### config.mk
export PLATFORM = sky130hd
export DESIGN_NAME = interval_timer
export DESIGN_NICKNAME = d
export VERILOG_FILES = /design/src/rtl/timer_pkg.sv /design/src/rtl/timer_counter.sv /design/src/rtl/timer_flag.sv /design/src/rtl/timer_regs.sv /design/src/rtl/interval_timer.sv
export SDC_FILE = /design/constraint.sdc
export NUM_CORES = 1
export LEC_CHECK = 0
export BUFFER_PORTS_ARGS = -buffer_cell sky130_fd_sc_hd__buf_2
export CAP_MARGIN = 20
export CORE_MARGIN = 2
export CORE_UTILIZATION = 45
export DETAILED_ROUTE_END_ITERATION = 10
export MAX_ROUTING_LAYER = met4
export SYNTH_ARGS = -nofsm -noshare
export SYNTH_HDL_FRONTEND = slang
export SYNTH_SLANG_ARGS = --single-unit
### constraint.sdc
create_clock -name clk_i -period 5.3 [get_ports clk_i]
set_input_delay 1.06 -clock clk_i [delete_from_list [all_inputs] [get_ports clk_i]]
set_output_delay 1.06 -clock clk_i [all_outputs]
set_load 0.005 [all_outputs]
### src/rtl/timer_pkg.sv
package timer_pkg;
  // control byte layout, MSB first (bit 7 .. bit 0)
  typedef struct packed {
    logic       irq_en;
    logic       reload;
    logic       auto_rld;
    logic       dir_up;
    logic       pin;
    logic       aux;
    logic [1:0] clk_sel;
  } ctrl_t;
endpackage

### src/rtl/timer_counter.sv
module timer_counter #(
  parameter int unsigned CNT_W = 24
) (
  input  logic             clk_i,
  input  logic             rst_ni,
  input  logic             tick_i,
  input  logic             dir_up_i,
  input  logic             auto_i,
  input  logic             load_i,
  input  logic [CNT_W-1:0] reload_i,
  output logic [CNT_W-1:0] count_o,
  output logic             expire_o
);
  logic [CNT_W-1:0] count_q, step;
  logic             active;

  assign step     = dir_up_i ? count_q + CNT_W'(1) : count_q - CNT_W'(1);
  assign active   = tick_i && !load_i && (count_q != '0);
  assign expire_o = active && (step == '0);
  assign count_o  = count_q;

  always_ff @(posedge clk_i or negedge rst_ni) begin
    if (!rst_ni)              count_q <= '0;
    else if (load_i)          count_q <= reload_i;
    else if (expire_o)        count_q <= auto_i ? reload_i : '0;
    else if (active)          count_q <= step;
  end
endmodule

### src/rtl/timer_flag.sv
module timer_flag (
  input  logic clk_i,
  input  logic rst_ni,
  input  logic expire_i,
  input  logic clr_i,
  input  logic irq_en_i,
  output logic flag_o,
  output logic irq_o
);
  logic flag_q;

  // expiry wins over acknowledge
  always_ff @(posedge clk_i or negedge rst_ni) begin
    if (!rst_ni)       flag_q <= 1'b0;
    else if (expire_i) flag_q <= 1'b1;
    else if (clr_i)    flag_q <= 1'b0;
  end

  assign flag_o = flag_q;
  assign irq_o  = flag_q & irq_en_i;
endmodule

### src/rtl/timer_regs.sv
module timer_regs
  import timer_pkg::*;
#(
  parameter int unsigned CNT_W  = 24,
  parameter int unsigned DATA_W = 8,
  parameter int unsigned ADDR_W = 2
) (
  input  logic              clk_i,
  input  logic              rst_ni,
  input  logic [ADDR_W-1:0] addr_i,
  input  logic              wr_i,
  input  logic              rd_i,
  input  logic [DATA_W-1:0] wdata_i,
  input  logic [CNT_W-1:0]  count_i,
  input  logic              flag_i,
  input  logic              expire_i,
  output logic [DATA_W-1:0] rdata_o,
  output logic [CNT_W-1:0]  reload_o,
  output ctrl_t             ctrl_o,
  output logic              load_o,
  output logic              stat_rd_o,
  output logic              prescale_rst_o
);
  localparam int unsigned NBYTES = CNT_W / DATA_W;
  localparam logic [ADDR_W-1:0] STAT_ADDR = ADDR_W'(NBYTES);

  logic [CNT_W-1:0] reload_q;
  ctrl_t            ctrl_q, ctrl_wr;
  logic             ctrl_we, pre_q;
  logic             unused_reload;

  assign ctrl_we   = wr_i && (addr_i == STAT_ADDR);
  assign ctrl_wr   = ctrl_t'(wdata_i[7:0]);
  assign load_o    = ctrl_we && ctrl_wr.reload;
  assign stat_rd_o = rd_i && (addr_i == STAT_ADDR);

  for (genvar b = 0; b < NBYTES; b++) begin : g_lane
    always_ff @(posedge clk_i or negedge rst_ni) begin
      if (!rst_ni)
        reload_q[b*DATA_W +: DATA_W] <= '0;
      else if (wr_i && (addr_i == ADDR_W'(b)))
        reload_q[b*DATA_W +: DATA_W] <= wdata_i;
    end
  end

  always_ff @(posedge clk_i or negedge rst_ni) begin
    if (!rst_ni) begin
      ctrl_q <= '0;
    end else if (ctrl_we) begin
      ctrl_q        <= ctrl_wr;
      ctrl_q.reload <= 1'b0;  // trigger only, never held
    end else if (expire_i) begin
      ctrl_q.pin <= ~ctrl_q.pin;
      ctrl_q.aux <= ~ctrl_q.aux;
    end
  end

  always_ff @(posedge clk_i or negedge rst_ni) begin
    if (!rst_ni) pre_q <= 1'b0;
    else         pre_q <= load_o;
  end

  always_comb begin
    rdata_o = '0;
    if (addr_i == STAT_ADDR) begin
      rdata_o[DATA_W-1] = ctrl_q.irq_en;
      rdata_o[0]        = flag_i;
    end else begin
      for (int b = 0; b < NBYTES; b++)
        if (addr_i == ADDR_W'(b)) rdata_o = count_i[b*DATA_W +: DATA_W];
    end
  end

  assign unused_reload  = ctrl_q.reload;
  assign reload_o       = reload_q;
  assign ctrl_o         = ctrl_q;
  assign prescale_rst_o = pre_q;
endmodule

### src/rtl/interval_timer.sv
module interval_timer
  import timer_pkg::*;
#(
  parameter  int unsigned CNT_W  = 24,
  parameter  int unsigned DATA_W = 8,
  localparam int unsigned ADDR_W = $clog2(CNT_W / DATA_W + 1)
) (
  input  logic              clk_i,
  input  logic              rst_ni,
  input  logic              tick_i,
  input  logic [ADDR_W-1:0] addr_i,
  input  logic              wr_i,
  input  logic              rd_i,
  input  logic [DATA_W-1:0] wdata_i,
  output logic [DATA_W-1:0] rdata_o,
  output logic              irq_o,
  output logic              toggle_o,
  output logic              aux_o,
  output logic [1:0]        clk_sel_o,
  output logic              prescale_rst_o
);
  logic [CNT_W-1:0] count, reload;
  ctrl_t            ctrl;
  logic             load, expire, stat_rd, flag;

  timer_regs #(.CNT_W(CNT_W), .DATA_W(DATA_W), .ADDR_W(ADDR_W)) u_regs (
    .clk_i, .rst_ni, .addr_i, .wr_i, .rd_i, .wdata_i,
    .count_i(count), .flag_i(flag), .expire_i(expire),
    .rdata_o, .reload_o(reload), .ctrl_o(ctrl), .load_o(load),
    .stat_rd_o(stat_rd), .prescale_rst_o
  );

  timer_counter #(.CNT_W(CNT_W)) u_cnt (
    .clk_i, .rst_ni, .tick_i,
    .dir_up_i(ctrl.dir_up), .auto_i(ctrl.auto_rld), .load_i(load),
    .reload_i(reload), .count_o(count), .expire_o(expire)
  );

  timer_flag u_flag (
    .clk_i, .rst_ni, .expire_i(expire), .clr_i(stat_rd),
    .irq_en_i(ctrl.irq_en), .flag_o(flag), .irq_o
  );

  assign toggle_o  = ctrl.pin;
  assign aux_o     = ctrl.aux;
  assign clk_sel_o = ctrl.clk_sel;
endmodule

==> impl_metrics.tcl <==
set metrics [dict create \
    die_height_um 104 \
    fmax_ghz 0.226 \
    maxSlewViolCount 0 \
    yosysTopAreaCell "dfrtp_1" \
    diodes 0 \
    route.antenna.remaining_nets 0 \
    slew_headroom_pct 37.9 \
    syn_area_sq_mm 0.00454 \
    final_cell_mix "70 x nand2_1, 57 x dfrtp_1, 51 x a21oi_1, 36 x o21ai_0, 28 x buf_2" \
    ys.warnings.count 0 \
    postSynthCellCount 540 \
    die_area_sq_mm 0.0109 \
    worst_path_largest_cell_delay_ns 0.76 \
    post_cts_buffers 0 \
    layout_commonest_cell "nand2_1" \
    start_util_pct 46.5 \
    vdd_drop_max_mv 0.228 \
    leakagePower_nw 2.21 \
    grt_pass1_wl_um 21500 \
    syn_nets 579 \
    via_count 4206 \
    async_flop_share_pct 100 \
    grt_pass1_vias 3951 \
    cts-buffers-inserted 9 \
    synth_top_area_share_pct 31.4 \
    setup_viol_count_final 0 \
    powerDensity_mw_per_mm2 613 \
    coreArea_sq_mm 0.00977 \
    post-dp-hpwl_um 10200 \
    cp_data_required_time_ns 5.56 \
    placed_area_sq_mm 0.00477 \
    fin_skew_ns 0.00892 \
    ios 29 \
    finalNetCount 595 \
    cts_tree "yes" \
    gp_congestion 0.967 \
    finalInstanceArea_sq_mm 0.00497 \
    ys_ff_latch 57 \
    ctsResizeCount 0 \
    worstPathArrival_ns 4.68 \
    wl_um 13300 \
    path_clk_slew_ns 0.07 \
    drive_gt1_share_pct 16.3 \
    viasPerCell 6.07 \
    tightest_slew_ns 0.920 \
    ys_seq_area_share_pct 31.4 \
    die_w_um 104 \
    min_period_over_period_pct 83.5 \
    ys_types 69 \
    synth_edf_count 0 \
    crit_path_max_fanout 22 \
    cts_sinks 57 \
    io_buffers 28 \
    area_delta_synth_final_pct 9.37 \
    rsz0062_at_grt "no" \
    cp_cell_sequence "inv_1 -> buf_4 -> ha_1 -> a21o_1 -> a311o_1 -> and2_4 -> o311ai_0 -> nand4_1 -> nand2_1 -> nor4b_4 -> nand2_4 -> o21ai_0" \
    root_buffer "clkbuf_8" \
    hold_path_class "reg2reg" \
    clock_path_buffers 2 \
    crit_slowest_cell "o311ai_0" \
    htreeDepth 3 \
    status "completed" \
    grt-ovfl-total 0 \
    drt-initial-drc-count 242 \
    fill_cells 948 \
    cap_violations 0 \
    end_kind "register" \
    clk_latency_ns 0.34 \
    grt_start_max_net_pins 58 \
    crit_type "reg2reg" \
    drtPass1Iterations 5 \
    drc 0 \
    row_count 36 \
    start_kind "register" \
    setup_tns_ns 0 \
    synth.avg_cell_area_sq_um 8.41 \
    synthTopCellsByArea "dfrtp_1 31%, ha_1 6.3%, nand2_1 5.8%" \
    synth_ff_type "dfrtp_1" \
    antenna_found_initial 0 \
    holdBufCountCts 0 \
    grt_usage_pct 26.1 \
    layout_min_cycle_time_ns 4.43 \
    wl_per_cell_um 19.1 \
    finalHoldViolCount 0 \
]
logic make-up (layout without fill, tap and decap cells):
logic type,after synthesis,after routing,synth area share [%]
buffers and inverters,53,73,4.66
AND/OR/NAND/NOR,185,185,20.5
multiplexers,41,41,10.2
AO/OA/AOI/OAI,171,171,24.8
XOR/XNOR,9,9,1.74
flip-flops,57,57,31.4
adder cells (fa/ha/maj),24,24,6.78
final timing paths:
check | endpoint | slack, ns | startpoint | cells past startpoint
min in group asynchronous | u_regs.reload_o[6] | 0.86 | rst_ni | 2
worst min-delay path | u_regs.ctrl_o[1] | 0.48 | u_regs.ctrl_o[1] | 2
max in group asynchronous | u_regs.reload_o[20] | 3.96 | rst_ni | 2
worst min register to register | u_regs.ctrl_o[1] | 0.48 | u_regs.ctrl_o[1] | 2
worst max-delay path | u_cnt.count_o[12] | 0.87 | u_regs.ctrl_o[4] | 12
worst max register to register | u_cnt.count_o[12] | 0.87 | u_regs.ctrl_o[4] | 12
Yosys cell counts (8+ instances only):
| cell | count |
|---|---|
| a21o_1 | 11 |
| a21oi_1 | 51 |
| and3_1 | 8 |
| clkbuf_1 | 22 |
| dfrtp_1 | 57 |
| ha_1 | 23 |
| inv_1 | 24 |
| mux2_2 | 21 |
| mux2i_1 | 18 |
| nand2_1 | 70 |
| nand3_1 | 19 |
| nand4_1 | 11 |
| nor2_1 | 24 |
| nor3_1 | 14 |
| nor4_1 | 8 |
| o21a_1 | 11 |
| o21ai_0 | 36 |
| o21ai_2 | 8 |
| o31ai_1 | 8 |
state kept, by name, summed over array words and instances (netlist names):
register and flops:
u_regs.reload_o 24, u_regs.prescale_rst_o 1, u_flag.flag_o 1, u_cnt.count_o 24, u_regs.ctrl_o 7
critical path, delay by kind of cell (launching register included):
kind / cells / cell delay (ns)
DFF: 1 / 0.42
adders and majority gates: 1 / 0.35
buffers and inverters: 2 / 0.39
AOI/OAI and AO/OA: 4 / 1.68
and+or+nand+nor: 5 / 1.51
cell type report:
cell class / instances / area [sq um] / share of cell area (%)
clock buffers: 12 / 155 / 3.12
clock inverters: 3 / 40.0 / 0.806
inverters: 25 / 93.8 / 1.89
multi-input cells: 430 / 2910 / 58.5
flip-flops and latches: 57 / 1430 / 28.7
well taps: 133 / 166 / 3.35
repair buffers: 33 / 178 / 3.58
metal layers:
metal / part of all wire (%) / routed length [um] / up-vias / track usage (%)
li1: - / - / 2042 / -
met3: 6.8 / 907 / 25 / 4.45
met1: 45 / 5930 / 1975 / 35.1
met5: 0 / 0 / - / -
met4: 2.6 / 350 / 0 / 9.36
met2: 46 / 6070 / 164 / 39.6
report_power, final:
| group | leakage (nW) | internal [mW] | switching (mW) |
|---|---|---|---|
| Sequential | 0.683 | 0.570 | 0.189 |
| Combinational | 1.42 | 0.748 | 1.13 |
| Clock | 0.102 | 0.238 | 0.163 |
per-stage QoR:
step	hold WS, ns	power (mW)	setup WS, ns	util, %	cells
global placement	0.461	2.58	1.12	48.8	678
detailed placement	0.466	2.60	1.04	48.8	678
floorplan	0.454	2.11	1.61	-	540
global route	0.525	3.30	0.648	50.8	693
finish	0.483	3.04	0.873	50.8	693
CTS	0.488	3.02	0.997	50.8	693
Power figures use the tool's default switching activity.
